File: src/rtl/adc_rx_pkg.sv
package adc_rx_pkg;
  // Slot layout of one serial result frame; positions are behaviour.
  localparam int FRAME_SLOTS = 32;
  localparam int KEEP_SLOTS  = FRAME_SLOTS - 1;
  localparam int SAMPLE_W    = 24;
  localparam int ADDR_W      = 3;
  localparam int CNT_W       = $clog2(FRAME_SLOTS + 1);
  // Bit positions inside the kept word (first slot received lands at the top).
  localparam int SAMPLE_LO   = KEEP_SLOTS - SAMPLE_W;
  localparam int ADDR_HI     = SAMPLE_LO - 1;
  localparam int DVALID_POS  = ADDR_HI - ADDR_W;
  localparam int OVR_POS     = DVALID_POS - 1;
  localparam int LPWR_POS    = OVR_POS - 1;
  localparam int FOK_POS     = LPWR_POS - 1;
endpackage

File: src/rtl/adc_rx_sync.sv
module adc_rx_sync #(
  parameter int WIDTH  = 4,
  parameter int STAGES = 2,
  parameter logic [WIDTH-1:0] RST_VAL = '0
) (
  input  logic             clk,
  input  logic             rst_n,
  input  logic [WIDTH-1:0] d,
  output logic [WIDTH-1:0] q
);
  generate
    for (genvar b = 0; b < WIDTH; b++) begin : g_bit
      logic [STAGES-1:0] pipe;
      always_ff @(posedge clk or negedge rst_n) begin
        if (!rst_n) pipe <= {STAGES{RST_VAL[b]}};
        else        pipe <= {pipe[STAGES-2:0], d[b]};
      end
      assign q[b] = pipe[STAGES-1];
    end
  endgenerate
endmodule

File: src/rtl/adc_rx_edge.sv
module adc_rx_edge #(
  parameter bit RISING  = 1'b1,
  parameter bit RST_VAL = 1'b0
) (
  input  logic clk,
  input  logic rst_n,
  input  logic lvl,
  output logic pulse
);
  logic prev;
  always_ff @(posedge clk or negedge rst_n) begin
    if (!rst_n) prev <= RST_VAL;
    else        prev <= lvl;
  end
  generate
    if (RISING) begin : g_rise
      assign pulse = lvl & ~prev;
    end else begin : g_fall
      assign pulse = ~lvl & prev;
    end
  endgenerate
endmodule

File: src/rtl/adc_rx_deser.sv
module adc_rx_deser
  import adc_rx_pkg::*;
(
  input  logic                  clk,
  input  logic                  rst_n,
  input  logic                  sclk_fall,
  input  logic                  sdata,
  input  logic                  fsync_n,
  input  logic                  fsync_rise,
  input  logic                  drdy_rise,
  output logic [KEEP_SLOTS-1:0] word,
  output logic                  done,
  output logic                  err
);
  logic [CNT_W-1:0]      cnt;
  logic [KEEP_SLOTS-1:0] sr;
  logic                  armed;
  logic                  take;

  assign take = armed && !fsync_n && sclk_fall;
  assign word = sr;

  always_ff @(posedge clk or negedge rst_n) begin
    if (!rst_n) begin
      cnt   <= '0;
      sr    <= '0;
      armed <= 1'b0;
      done  <= 1'b0;
      err   <= 1'b0;
    end else begin
      done <= 1'b0;
      err  <= 1'b0;
      if (drdy_rise) armed <= 1'b1;
      if (take) begin
        if (cnt < CNT_W'(KEEP_SLOTS)) sr <= {sr[KEEP_SLOTS-2:0], sdata};
        if (cnt < CNT_W'(FRAME_SLOTS)) cnt <= cnt + 1'b1;
      end
      if (fsync_rise) begin
        if (armed) begin
          if (cnt >= CNT_W'(KEEP_SLOTS)) done <= 1'b1;
          else                           err  <= 1'b1;
        end
        armed <= 1'b0;
        cnt   <= '0;
      end
    end
  end

  // an error only follows a frame that stopped short of the kept slots
  a_r7_short_err: assert property (@(posedge clk) disable iff (!rst_n)
    err |-> ($past(cnt) < CNT_W'(KEEP_SLOTS)));
  // the error is a single-cycle pulse
  a_r7_err_pulse: assert property (@(posedge clk) disable iff (!rst_n)
    err |=> !err);
  // a completed frame requires the receiver to have been armed
  a_r8_done_armed: assert property (@(posedge clk) disable iff (!rst_n)
    done |-> $past(armed));
  // the slot counter never runs past one frame
  a_r6_cnt_bound: assert property (@(posedge clk) disable iff (!rst_n)
    cnt <= CNT_W'(FRAME_SLOTS));
endmodule

File: src/rtl/adc_rx_out.sv
module adc_rx_out
  import adc_rx_pkg::*;
#(
  parameter int OUT_W = 32
) (
  input  logic                  clk,
  input  logic                  rst_n,
  input  logic [KEEP_SLOTS-1:0] word,
  input  logic                  done,
  input  logic                  ready,
  output logic                  valid,
  output logic [OUT_W-1:0]      sample,
  output logic [ADDR_W-1:0]     addr,
  output logic                  dvalid,
  output logic                  ovr,
  output logic                  lpwr,
  output logic                  filt_ok
);
  localparam int EXT_W = OUT_W - SAMPLE_W;
  logic load;
  assign load = done && (!valid || ready);

  always_ff @(posedge clk or negedge rst_n) begin
    if (!rst_n) begin
      valid   <= 1'b0;
      sample  <= '0;
      addr    <= '0;
      dvalid  <= 1'b0;
      ovr     <= 1'b0;
      lpwr    <= 1'b0;
      filt_ok <= 1'b0;
    end else if (load) begin
      valid   <= 1'b1;
      sample  <= {{EXT_W{word[KEEP_SLOTS-1]}}, word[KEEP_SLOTS-1 -: SAMPLE_W]};
      addr    <= word[ADDR_HI -: ADDR_W];
      dvalid  <= word[DVALID_POS];
      ovr     <= word[OVR_POS];
      lpwr    <= word[LPWR_POS];
      filt_ok <= word[FOK_POS];
    end else if (ready) begin
      valid <= 1'b0;
    end
  end

  // a held result stays put until it is accepted
  a_r9_hold_stable: assert property (@(posedge clk) disable iff (!rst_n)
    (valid && !ready) |=> (valid && $stable(sample) && $stable(addr) &&
                           $stable(dvalid) && $stable(ovr) && $stable(lpwr) &&
                           $stable(filt_ok)));
  // the upper bits of a presented sample all copy its sign
  a_r3_sign_ext: assert property (@(posedge clk) disable iff (!rst_n)
    valid |-> ((&sample[OUT_W-1:SAMPLE_W-1]) || !(|sample[OUT_W-1:SAMPLE_W-1])));
endmodule

File: src/rtl/adc_frame_rx.sv
module adc_frame_rx
  import adc_rx_pkg::*;
#(
  parameter int SYNC_STAGES = 2,
  parameter int OUT_W       = 32
) (
  input  logic              clk,
  input  logic              rst_n,
  input  logic              ser_clk,
  input  logic              ser_data,
  input  logic              ser_fsync_n,
  input  logic              ser_drdy_n,
  input  logic              res_ready,
  output logic              res_valid,
  output logic [OUT_W-1:0]  res_sample,
  output logic [ADDR_W-1:0] res_addr,
  output logic              res_dvalid,
  output logic              res_ovr,
  output logic              res_lpwr,
  output logic              res_filt_ok,
  output logic              frame_err
);
  // Synchronized bus order: {drdy_n, fsync_n, data, clk}
  localparam int         NSIG    = 4;
  localparam logic [3:0] IDLE_LV = 4'b1100;

  logic [NSIG-1:0]       raw, syn;
  logic                  sclk_fall, fsync_rise, drdy_rise;
  logic [KEEP_SLOTS-1:0] word;
  logic                  done;

  assign raw = {ser_drdy_n, ser_fsync_n, ser_data, ser_clk};

  adc_rx_sync #(.WIDTH(NSIG), .STAGES(SYNC_STAGES), .RST_VAL(IDLE_LV)) u_sync (
    .clk(clk), .rst_n(rst_n), .d(raw), .q(syn));

  adc_rx_edge #(.RISING(1'b0), .RST_VAL(IDLE_LV[0])) u_sclk_edge (
    .clk(clk), .rst_n(rst_n), .lvl(syn[0]), .pulse(sclk_fall));
  adc_rx_edge #(.RISING(1'b1), .RST_VAL(IDLE_LV[2])) u_fsync_edge (
    .clk(clk), .rst_n(rst_n), .lvl(syn[2]), .pulse(fsync_rise));
  adc_rx_edge #(.RISING(1'b1), .RST_VAL(IDLE_LV[3])) u_drdy_edge (
    .clk(clk), .rst_n(rst_n), .lvl(syn[3]), .pulse(drdy_rise));

  adc_rx_deser u_deser (
    .clk(clk), .rst_n(rst_n), .sclk_fall(sclk_fall), .sdata(syn[1]),
    .fsync_n(syn[2]), .fsync_rise(fsync_rise), .drdy_rise(drdy_rise),
    .word(word), .done(done), .err(frame_err));

  adc_rx_out #(.OUT_W(OUT_W)) u_out (
    .clk(clk), .rst_n(rst_n), .word(word), .done(done), .ready(res_ready),
    .valid(res_valid), .sample(res_sample), .addr(res_addr),
    .dvalid(res_dvalid), .ovr(res_ovr), .lpwr(res_lpwr), .filt_ok(res_filt_ok));

  // a short-frame error never coincides with a new result being loaded
  a_r7_err_no_load: assert property (@(posedge clk) disable iff (!rst_n)
    frame_err |=> !$rose(res_valid));
endmodule

File: config.mk
export PLATFORM = sky130hd
export DESIGN_NAME = adc_frame_rx
export DESIGN_NICKNAME = d
export VERILOG_FILES = /design/src/rtl/adc_rx_pkg.sv /design/src/rtl/adc_rx_sync.sv /design/src/rtl/adc_rx_edge.sv /design/src/rtl/adc_rx_deser.sv /design/src/rtl/adc_rx_out.sv /design/src/rtl/adc_frame_rx.sv
export SDC_FILE = /design/constraint.sdc
export NUM_CORES = 1
export LEC_CHECK = 0
export BUFFER_PORTS_ARGS = -buffer_cell sky130_fd_sc_hd__buf_4
export CAP_MARGIN = 0
export CORE_MARGIN = 1
export CORE_UTILIZATION = 55
export DETAILED_ROUTE_END_ITERATION = 10
export PLACE_DENSITY = 0.76
export SKIP_LAST_GASP = 1
export SLEW_MARGIN = 40
export SYNTH_ARGS = -nofsm -noshare
export SYNTH_HDL_FRONTEND = slang
export SYNTH_SLANG_ARGS = --single-unit
File: constraint.sdc
create_clock -name clk -period 2 [get_ports clk]
set_clock_uncertainty 0.15 [all_clocks]
set_input_delay 0.2 -clock clk [delete_from_list [all_inputs] [get_ports clk]]
set_output_delay 0.2 -clock clk [all_outputs]
set_load 0.05 [all_outputs]
==> After elaboration in Yosys (flattened, before gate mapping) <==
Cells that the tools add are included.
{ "totals": {"ff_bits": 83, "output_inout_bits": 41} }
{ "classes": {"addsub": 1, "magnitude_cmp": 3, "mux": 13, "n_bitwise": 6, "reduce_logical": 12} }
{ "op_table": {"columns": ["op", "n"], "rows": [
  ["6-bit two-way mux", 3],
  ["1-bit two-way mux", 10],
  ["2-bit nonzero test", 4],
  ["6-bit by 1-bit adder with 6-bit output (second input constant)", 1],
  ["6-bit by 5-bit >= comparator with 1-bit output (second input constant)", 1],
  ["6-bit by 5-bit less-than comparator with 1-bit output (second input constant)", 1],
  ["6-bit less-than comparator (second input constant)", 1],
  ["2-bit AND reduction", 2],
  ["1-bit AND", 3],
  ["1-bit logical AND", 3],
  ["1-bit NOT", 3],
  ["1-bit logical NOT", 2],
  ["1-bit logical OR", 1]
]} }

==> Depth between registers and ports, before layout <==
Gate-level depths: netlist (run 1).
{ "depth": {"word_depth": 5, "ltp_mapped": 5} }

==> Modules after synthesis <==
A second synthesis (run 1) with hierarchy kept.
{ "hier_totals": {"hier_cells": 202, "area_unflattened_um2": 3519.6} }
{ "modules_own_cells": {"columns": ["module", "instances", "cells_per_inst", "area_each_um2", "seq_area_each_um2"], "rows": [
  ["adc_rx_deser", 1, 107, 1750.4, 1001.0],
  ["adc_rx_out", 1, 77, 1415.1, 800.8],
  ["adc_rx_sync", 1, 12, 235.2, 205.2],
  ["adc_rx_edge (u_drdy_edge ...)", 2, 2, 40.0, 26.3],
  ["adc_rx_edge (u_sclk_edge)", 1, 2, 38.8, 25.0]
]} }

==> Worst setup path before layout (run 1) <==
Ideal clock, no wire load.
{ "synth_path": {"kind": "register -> register", "start": "register u_sync.g_bit[0].pipe[1]", "end": "register u_deser.sr[10] (netlist: u_deser.word[10])", "arrival_time_ps": 1484, "t_required_ps": 1725, "path_slack_ps": 241, "path_stages_with_launch": 6, "n_path_buf": 2, "period_less_slack_ps": 1759, "path_cell_list": "dfrtp_1 nand4bb_1 buf_4 a211oi_4 buf_6 mux2_2"} }
{ "synth_via": {"elab_chain_cells": 4} }
{ "synth_rtl": {"columns": ["item", "line_no", "rtl"], "rows": [
  ["from (decl)", "adc_rx_sync.sv:13", "logic [STAGES-1:0] pipe;"],
  ["from (signal assigned)", "adc_rx_sync.sv:15", "if (!rst_n) pipe <= {STAGES{RST_VAL[b]}};"],
  ["from (signal assigned)", "adc_rx_sync.sv:16", "else pipe <= {pipe[STAGES-2:0], d[b]};"],
  ["1-bit NOT", "adc_rx_edge.sv:19", "assign pulse = ~lvl & prev;"],
  ["1-bit AND", "adc_rx_edge.sv:19", null],
  ["1-bit logical AND", "adc_rx_deser.sv:20", "assign take = armed && !fsync_n && sclk_fall;"],
  ["2-bit AND reduction (no line)", null, null],
  ["to (signal assigned)", "adc_rx_deser.sv:35", "if (cnt < CNT_W'(KEEP_SLOTS)) sr <= {sr[KEEP_SLOTS-2:0], sdata};"],
  ["to (decl)", "adc_rx_deser.sv:16", "logic [KEEP_SLOTS-1:0] sr;"]
]} }
Every way passes these cells.
A chain may end at the register's enable or synchronous reset.

==> Final worst setup path (run 1) <==
{ "layout_path": {"start": "register u_deser.cnt[0]", "end": "register u_deser.sr[5] (netlist: u_deser.word[5])"} }
{ "layout_via": {"elab_chain_cells": 2} }
{ "layout_rtl": {"columns": ["item", "line_no", "rtl"], "rows": [
  ["from (decl)", "adc_rx_deser.sv:15", "logic [CNT_W-1:0] cnt;"],
  ["from (signal assigned)", "adc_rx_deser.sv:36", "if (cnt < CNT_W'(FRAME_SLOTS)) cnt <= cnt + 1'b1;"],
  ["6-bit by 5-bit less-than comparator with 1-bit output", "adc_rx_deser.sv:35", null],
  ["2-bit AND reduction (no line)", null, null]
]} }
Every way passes these cells.

==> impl_metrics.yaml, run 1 <==
yosys:
  synth_most_common_cell: "dfrtp_1"
  synthesis.nets: 206
  avgSynthCellArea_um2: 15.9
  syn_inst: 198
  yosys-top-cells-count: "dfrtp_1 (77), mux2_2 (60), buf_4 (10)"
  synth_seq_area_share: 0.663
  synth_warnings: 0
  synth_enable_flop_cells: 0
  synth_top_cell_by_area: "dfrtp_1"
  synth_top_area_share: 0.613
  ys_ff_latch: 83
  synth-async-reset-ratio: 1.00
  syn-cell-area_um2: 3150
  ys.flop_type: "dfrtp_1"
  synth.area.top_cells: "dfrtp_1 (61%), mux2_2 (21%), dfstp_2 (5.0%)"
  synth_cell_types: 25
die:
  pin_count: 48
  die_x_um: 77.6
  initial_core_util: 0.571
  die_y_um: 77.6
  core_area_um2: 5510
  dieArea_um2: 6030
  fp-row-count: 27
final_layout:
  nets: 257
  syn2layout_area_growth_pct: 20.3
  final_layout_size_suffix_gt1_frac: 0.526
  multi_input_area_um2: 930
  fillers: 394
  final_area_um2: 3780
  antenna_cells: 0
  regArea_um2: 2080
clock_network:
  clk_latency_ns: 0.34
  cts_buffer_depth: 2
  htreeDepth: 3
  cts_buffers: 9
  cts_root_buf: "clkbuf_8"
  cts_setup_buffers: 0
  cts_tree: "done"
  cts.clk_slew.worst_paths_ns: 0.08
  clock_sinks: 83
sta:
  period_minus_slack_ns: 1.86
  max_slew.worst_pin.slew_ns: 0.450
  tns_ns: 0
  max_clock_freq_ghz: 0.538
  slew_violations: 0
  hold_viol: 0
  max_slew_margin: 0.700
  finalSetupViolations: 0
  rsz0062_at_grt: "false"
  post-route-period-util: 0.929
outcome:
  status: "finished, final reports clean"
worst_setup_path:
  crit_required_ns: 2.07
  crit_fanout: 31
  arrival_ns: 1.93
  crit_path_start_kind: "flop"
  end_kind: "flop"
  path_class: "reg -> reg"
global_route:
  grtUsageTotal: 0.175
  grt_max_degree: 49
  grt.overflow.total: 0
  grt_pass1_vias: 1730
  grt_pass1_wl_mm: 7.98
  grt_antenna_before_repair: 0
route:
  wire_per_inst_um: 14.2
  wirelength_mm: 4.60
  antenna_left: 0
  dr.pass1.iters: 4
  vias: 1672
  vias_per_cell: 5.14
  drc_errors: 0
  dr.first_iter.drc_count: 50
pwr:
  power_leakage_nw: 1.94
  ir_drop_v: 0.000762
  power.density_nw_per_um2: 818
placed_design:
  io_buffers: 47
  dp_hpwl_mm: 3.02
  postPlaceCellArea_um2: 3530
  gp_congestion: 0.719
min_path:
  holdCritPathClass: "in -> reg"
flow_run:
  max-cap-violations: 0
## sequential cells by signal (all words and copies together) (netlist names)
register           flops
u_out.valid            1
u_deser.done           1
u_deser.cnt            6
u_out.filt_ok          1
u_out.ovr              1
u_out.sample          24
u_deser.err            1
u_out.addr             3
u_fsync_edge.prev      1
u_deser.word          31
u_sync.g_bit.pipe      8
u_deser.armed          1
u_sclk_edge.prev       1
u_out.dvalid           1
u_out.lpwr             1
u_drdy_edge.prev       1
## final cells by class
cell class                      instances  share of cell area
Sequential cell                        83               0.551
Multi-Input combinational cell         97               0.246
Timing Repair Buffer                   56               0.124
Clock buffer                           11              0.0400
Tap cell                               72              0.0238
Clock inverter                          4              0.0132
Inverter                                2             0.00198
## worst paths after layout
kind                       slack (ns)               startpoint  cells past startpoint                 endpoint
min reg2reg                      0.20  u_sync.g_bit[1].pipe[0]                      0  u_sync.g_bit[1].pipe[1]
max in group asynchronous        0.91                    rst_n                      3          u_out.sample[8]
max reg2reg                      0.14           u_deser.cnt[0]                      4          u_deser.word[5]
min                              0.01                res_ready                      3              u_out.valid
min in group asynchronous        0.20                    rst_n                      2               u_out.lpwr
max                              0.14           u_deser.cnt[0]                      4          u_deser.word[5]
## cells by family after synthesis
group / Yosys count / synth area share
flip-flops: 83 / 0.663
multiplexers: 65 / 0.232
AND/OR/NAND/NOR: 23 / 0.0402
buffers and inverters: 18 / 0.0418
AO/OA/AOI/OAI: 8 / 0.0199
adder cells (fa/ha/maj): 1 / 0.00398
## report_power, final
part | total [W] | switching [W] | leakage (nW) | internal (W)
clock network | 0.00119 | 0.000559 | 0.0974 | 0.000636
logic | 0.000126 | 0.0000647 | 0.724 | 0.0000614
registers | 0.00177 | 0.0000363 | 1.12 | 0.00174
total | 0.00309 | 0.000660 | 1.94 | 0.00243
## metrics by stage
stage,std cells,util,setup WS (ns),hold slack [ns],power (W)
3_5_place_dp,305,0.641,0.167,0.0333,0.00193
3_3_place_gp,305,0.641,0.213,0.0302,0.00192
4_1_cts,325,0.687,0.148,0.00526,0.00313
2_1_floorplan,198,-,0.241,-0.246,0.00186
5_1_grt,325,0.687,0.0867,0.0395,0.00321
6_report,325,0.687,0.141,0.0126,0.00309
## worst max-delay path: stages, from the launching register on
cell	delay [ns]
dfrtp_1	0.43
ha_1	0.29
a211oi_4	0.26
buf_12	0.23
mux2_2	0.36
## cell usage in the layout, fill, tap and decap left out
| cell | n |
|---|---|
| mux2_1 | 2 |
| clkinv_2 | 1 |
| inv_1 | 2 |
| mux2_2 | 60 |
| nand4bb_1 | 1 |
| a211oi_4 | 1 |
| mux2i_1 | 3 |
| or4_1 | 2 |
| o21a_1 | 1 |
| clkbuf_8 | 11 |
| ha_1 | 1 |
| or2b_1 | 1 |
| dfstp_2 | 6 |
| and3_1 | 1 |
| nor3b_1 | 1 |
| o31ai_1 | 2 |
| bufinv_16 | 1 |
| nor2b_1 | 2 |
| nand3_1 | 3 |
| nor2_1 | 3 |
| buf_12 | 3 |
| nor3_1 | 1 |
| buf_4 | 48 |
| clkinvlp_4 | 2 |
| nand2_1 | 6 |
| dlygate4sd3_1 | 5 |
| dfrtp_1 | 77 |
| a21oi_1 | 4 |
| nand2b_1 | 2 |
## per-layer routing
layer / vias up / track usage / part of all wire
met5: - / 0 / 0
met4: 0 / 0.102 / 0.013
met3: 6 / 0.0365 / 0.050
met2: 50 / 0.288 / 0.49
met1: 835 / 0.213 / 0.45
li1: 781 / - / -
## what timing repair did
| action | in CTS | in global routing |
|---|---|---|
| gates resized for setup | 0 | 0 |
| hold endpoints to repair | 39 | 0 |
| hold buffers | 5 | 0 |
| setup endpoints to repair | 0 | 0 |
No activity file was read; power rests on OpenSTA's default activity.
==> run 2, diff against run 1 <==
--- a/config.mk
+++ b/config.mk
@@ -11,6 +11,7 @@
 export CORE_UTILIZATION = 55
 export DETAILED_ROUTE_END_ITERATION = 10
 export PLACE_DENSITY = 0.76
+export REMOVE_ABC_BUFFERS = 1
 export SKIP_LAST_GASP = 1
 export SLEW_MARGIN = 40
 export SYNTH_ARGS = -nofsm -noshare
==> run 2 against run 1 <==
Via count fell by 0.18%. Sequential cell count unchanged. Clock-buffer cell count shrank 1. Utilization grew 0.18 points. Sequential power about the same. Critical path depth stayed put. Sequential share of layout area shrank 0.15 points. Non-clock buffer count up 2. Largest power group unchanged. First-iteration DRC count fell by 14%. Register-to-register slack about the same. Maximum frequency about the same. Wire length is 2.3% higher.
==> impl_metrics.yaml, run 2 (synthesis results as in run 1) <==
outcome:
  status: "finished, final reports clean"
worst_setup_path:
  crit_required_ns: 2.08
  arrival_ns: 1.94
  slowest_stage: "dfrtp_1"
  worst_path_largest_cell_delay_ns: 0.38
  end_kind: "flop"
  crit_chain: "nand4bb_1, a211oi_4, buf_12, mux2_2"
  crit_fanout: 31
  path_class: "reg -> reg"
  crit_path_start_kind: "flop"
route:
  vias_per_cell: 5.09
  antenna_left: 0
  wirelength_mm: 4.71
  wire_per_inst_um: 14.4
  vias: 1669
  drc_errors: 0
  dr.first_iter.drc_count: 43
  dr.pass1.iters: 4
global_route:
  grt_pass1_vias: 1698
  grt_max_degree: 35
  grt_antenna_before_repair: 0
  grtUsageTotal: 0.177
  grt_pass1_wl_mm: 7.96
  grt.overflow.total: 0
placed_design:
  io_buffers: 47
  gp_congestion: 0.806
  postPlaceCellArea_um2: 3540
  dp_hpwl_mm: 3.05
die:
  dieArea_um2: 6030
  die_x_um: 77.6
  initial_core_util: 0.571
  pin_count: 48
  core_area_um2: 5510
  die_y_um: 77.6
  fp-row-count: 27
final_layout:
  final_area_um2: 3790
  syn2layout_area_growth_pct: 20.6
  final_common_cell: "dfrtp_1"
  utilization: 0.689
  antenna_cells: 0
  nets: 259
  final_cell_mix: "dfrtp_1 (77), mux2_2 (60), buf_4 (49)"
  largest_register_ffs: 31
  final_layout_size_suffix_gt1_frac: 0.523
clock_network:
  cts_setup_buffers: 0
  cts_buffers: 9
  cts.clk_slew.worst_paths_ns: 0.08
  clock_sinks: 83
  cts_buffer_depth: 2
  htreeDepth: 3
  cts_root_buf: "clkbuf_8"
  cts_tree: "done"
  clk_latency_ns: 0.35
pwr:
  power_leakage_nw: 1.94
  power.density_nw_per_um2: 806
  ir_drop_v: 0.000537
min_path:
  holdCritPathClass: "in -> async"
sta:
  max_slew_margin: 0.749
  finalSetupViolations: 0
  max_clock_freq_ghz: 0.538
  hold_ws_ns: 0.158
  rsz0062_at_grt: "false"
  post-route-period-util: 0.929
  period_minus_slack_ns: 1.86
  hold_viol: 0
  max_slew.worst_pin.slew_ns: 0.376
  tns_ns: 0
  slew_violations: 0
flow_run:
  max-cap-violations: 0
run 2: changes by cell type in the layout (fill, tap and decap cells not counted), sizes merged:
cell / delta
buf: +1
clkbuf: -1
clkinv: +1
clkinvlp: +1
dlygate4sd3: +1
run 2: area by class of cell:
| type | count | area [um2] |
|---|---|---|
| sequential | 83 | 2080 |
| inverter | 2 | 7.51 |
| clock inverter | 6 | 66.3 |
| multi-input combinational | 97 | 930 |
| fill | 387 | 1710 |
| tap | 72 | 90.1 |
| clock buffer | 10 | 128 |
| timing repair buffer | 58 | 488 |
run 2: metrics by stage:
step,cells,worst slack (ns),power (W)
after floorplan,182,-1.70,0.00185
after global placement,306,0.188,0.00192
after detailed placement,306,0.141,0.00193
after CTS,328,0.123,0.00311
after global routing,328,0.0631,0.00318
final,328,0.143,0.00306
run 2: per-layer routing:
metal	global-route usage	up-vias	share of wire
met5	0	-	0
met4	0.0906	0	0.022
met3	0.0494	10	0.049
met2	0.278	47	0.46
met1	0.224	827	0.47
li1	-	785	-
run 2: worst paths after layout:
path / startpoint / to / slack [ns] / depth (start not counted)
hold reg to reg: u_sync.g_bit[0].pipe[0] / u_sync.g_bit[0].pipe[1] / 0.20 / 0
hold / removal: rst_n / u_deser.done / 0.16 / 2
setup / recovery: u_sync.g_bit[0].pipe[1] / u_deser.word[25] / 0.14 / 4
setup reg to reg: u_sync.g_bit[0].pipe[1] / u_deser.word[25] / 0.14 / 4
max in group asynchronous: rst_n / u_deser.word[23] / 0.91 / 3
min in group clk: u_sync.g_bit[0].pipe[0] / u_sync.g_bit[0].pipe[1] / 0.20 / 0
run 2: critical path: cells and delay by family, from the launching register on:
kind / cells / cell delay [ns]
buf+inv: 1 / 0.23
flops: 1 / 0.38
compound gates: 1 / 0.31
simple gates: 1 / 0.30
mux: 1 / 0.36
run 2: where the power goes:
| group | total (W) | switching, W | internal [W] |
|---|---|---|---|
| Combinational | 0.000130 | 0.0000664 | 0.0000640 |
| Clock | 0.00115 | 0.000579 | 0.000576 |
| Sequential | 0.00177 | 0.0000370 | 0.00174 |
| Total | 0.00306 | 0.000682 | 0.00238 |
run 2: repair_timing:
| item | CTS | global route |
|---|---|---|
| hold buffers | 6 | 0 |
| endpoints found under the hold margin | 59 | 0 |
| gates resized for setup | 0 | 0 |
==> run 3, diff against run 2 <==
--- a/config.mk
+++ b/config.mk
@@ -8,9 +8,9 @@
 export BUFFER_PORTS_ARGS = -buffer_cell sky130_fd_sc_hd__buf_4
 export CAP_MARGIN = 0
 export CORE_MARGIN = 1
-export CORE_UTILIZATION = 55
+export CORE_UTILIZATION = 49
 export DETAILED_ROUTE_END_ITERATION = 10
-export PLACE_DENSITY = 0.76
+export PLACE_DENSITY = 0.8
 export REMOVE_ABC_BUFFERS = 1
 export SKIP_LAST_GASP = 1
 export SLEW_MARGIN = 40
==> run 3 against run 2 <==
Critical path depth is the same. Utilization shrank 6.4 points. Register-to-register slack is essentially flat. Cell count grew 1.2%. Setup slack gained 0.0077 ns. Wire length shrank 4.4%. Sequential share of layout area grew 0.073 points. Clock-buffer cell count grew 4. Critical path type unchanged. Non-clock buffer count grew 1. Global-route usage shrank 2.6 points. Power shrank 0.42%. First-iteration DRC count grew 60%.
==> impl_metrics.yaml, run 3 (synthesis results as in run 1) <==
flow_run:
  max-cap-violations: 0
placed_design:
  dp_hpwl_mm: 3.07
  place_ws_ns: 0.162
  gp_congestion: 0.703
  postPlaceCellArea_um2: 3540
  io_buffers: 47
route:
  wirelength_mm: 4.50
  wire_per_inst_um: 13.6
  drc_errors: 0
  vias_per_cell: 5.08
  vias: 1688
  dr.pass1.iters: 4
  dr.first_iter.drc_count: 69
  antenna_left: 0
die:
  die_y_um: 82.1
  core_area_um2: 6060
  fp-row-count: 28
  die_x_um: 82.1
  dieArea_um2: 6740
  initial_core_util: 0.519
  pin_count: 48
final_layout:
  fillers: 457
  syn2layout_area_growth_pct: 20.4
  utilization: 0.625
  final_layout_size_suffix_gt1_frac: 0.514
  final_area_um2: 3790
  final_common_cell: "dfrtp_1"
  antenna_cells: 0
  nets: 260
  final_cell_mix: "dfrtp_1 (77), mux2_2 (60), buf_4 (51)"
  largest_register_ffs: 31
clock_network:
  cts_buffers: 9
  cts_root_buf: "clkbuf_8"
  cts_tree: "done"
  cts_buffer_depth: 2
  clock_sinks: 83
  cts.repair.resized: 0
  clk_latency_ns: 0.34
  cts.clk_slew.worst_paths_ns: 0.08
  htreeDepth: 3
sta:
  post-route-period-util: 0.925
  worst_slack_ns: 0.150
  max_slew_margin: 0.753
  hold_ws_ns: 0.166
  max_slew.worst_pin.slew_ns: 0.371
  finalSetupViolations: 0
  slew_violations: 0
  hold_viol: 0
  period_minus_slack_ns: 1.85
  max_clock_freq_ghz: 0.541
  rsz0062_at_grt: "false"
global_route:
  grtUsageTotal: 0.151
  grt_pass1_wl_mm: 7.27
  grt_antenna_before_repair: 0
  grt_max_degree: 40
  grt.overflow.total: 0
  grt_pass1_vias: 1587
pwr:
  power.density_nw_per_um2: 804
  power_leakage_nw: 1.94
  ir_drop_v: 0.000478
worst_setup_path:
  crit_required_ns: 2.08
  crit_fanout: 31
  critical-path-top-delay-family: "flip-flops"
  worst_path_largest_cell_delay_ns: 0.42
  reg2reg_depth: 4
  crit_buf_inv: 1
  arrival_ns: 1.93
  path_class: "reg -> reg"
  crit_chain: "ha_1, a211oi_4, buf_12, mux2_2"
  slowest_stage: "dfrtp_1"
  crit_path_start_kind: "flop"
  path_depth: 4
  end_kind: "flop"
outcome:
  status: "finished, final reports clean"
min_path:
  holdCritPathClass: "in -> async"
-- run 3: cell types whose count changed in the layout (fill, tap and decap cells not counted), sizes merged --
cell / before / now
clkbuf: 10 / 14
clkinvlp: 3 / 1
clkinv: 2 / 0
buf: 52 / 53
-- run 3: power by group --
| part | internal [W] | switching (W) | total [W] |
|---|---|---|---|
| logic | 0.0000637 | 0.0000637 | 0.000127 |
| registers | 0.00174 | 0.0000354 | 0.00177 |
| clock network | 0.000614 | 0.000532 | 0.00115 |
| total | 0.00241 | 0.000631 | 0.00305 |
-- run 3: repair_timing --
| action | 4_1_cts | 5_1_grt |
|---|---|---|
| setup buffers | 0 | 0 |
| endpoints found under the hold margin | 65 | 0 |
| hold buffers | 6 | 0 |
| setup endpoints to repair | 0 | 0 |
-- run 3: final timing paths --
kind	from	endpoint	slack (ns)
worst min-delay path	rst_n	u_deser.word[8]	0.17
worst min register to register	u_sync.g_bit[3].pipe[0]	u_sync.g_bit[3].pipe[1]	0.20
min in group clk	u_sync.g_bit[3].pipe[0]	u_sync.g_bit[3].pipe[1]	0.20
max in group asynchronous	rst_n	u_fsync_edge.prev	0.95
worst max register to register	u_deser.cnt[0]	u_deser.word[13]	0.15
worst max-delay path	u_deser.cnt[0]	u_deser.word[13]	0.15
-- run 3: per-layer routing --
layer / part of all wire / routed length [um] / vias up / global-route usage
met5: 0 / 0 / - / 0
met4: 0.023 / 105 / 0 / 0.0842
met3: 0.051 / 229 / 10 / 0.0505
met2: 0.44 / 1980 / 42 / 0.228
met1: 0.49 / 2190 / 844 / 0.190
li1: - / - / 792 / -
-- run 3: per-stage QoR --
step,power [W],cells,setup TNS (ns)
after floorplan,0.00185,182,-28.44
after global placement,0.00192,310,0
after detailed placement,0.00193,310,0
after CTS,0.00309,332,0
after global routing,0.00317,332,0
final,0.00305,332,0
-- run 3: layout make-up --
type / instances / area (um2) / area share
clock buffers: 14 / 153 / 0.0403
clock inverters: 2 / 37.5 / 0.00991
inverters: 2 / 7.51 / 0.00198
multi-input cells: 97 / 930 / 0.245
flip-flops and latches: 83 / 2080 / 0.550
well taps: 75 / 93.8 / 0.0248
repair buffers: 59 / 483 / 0.127
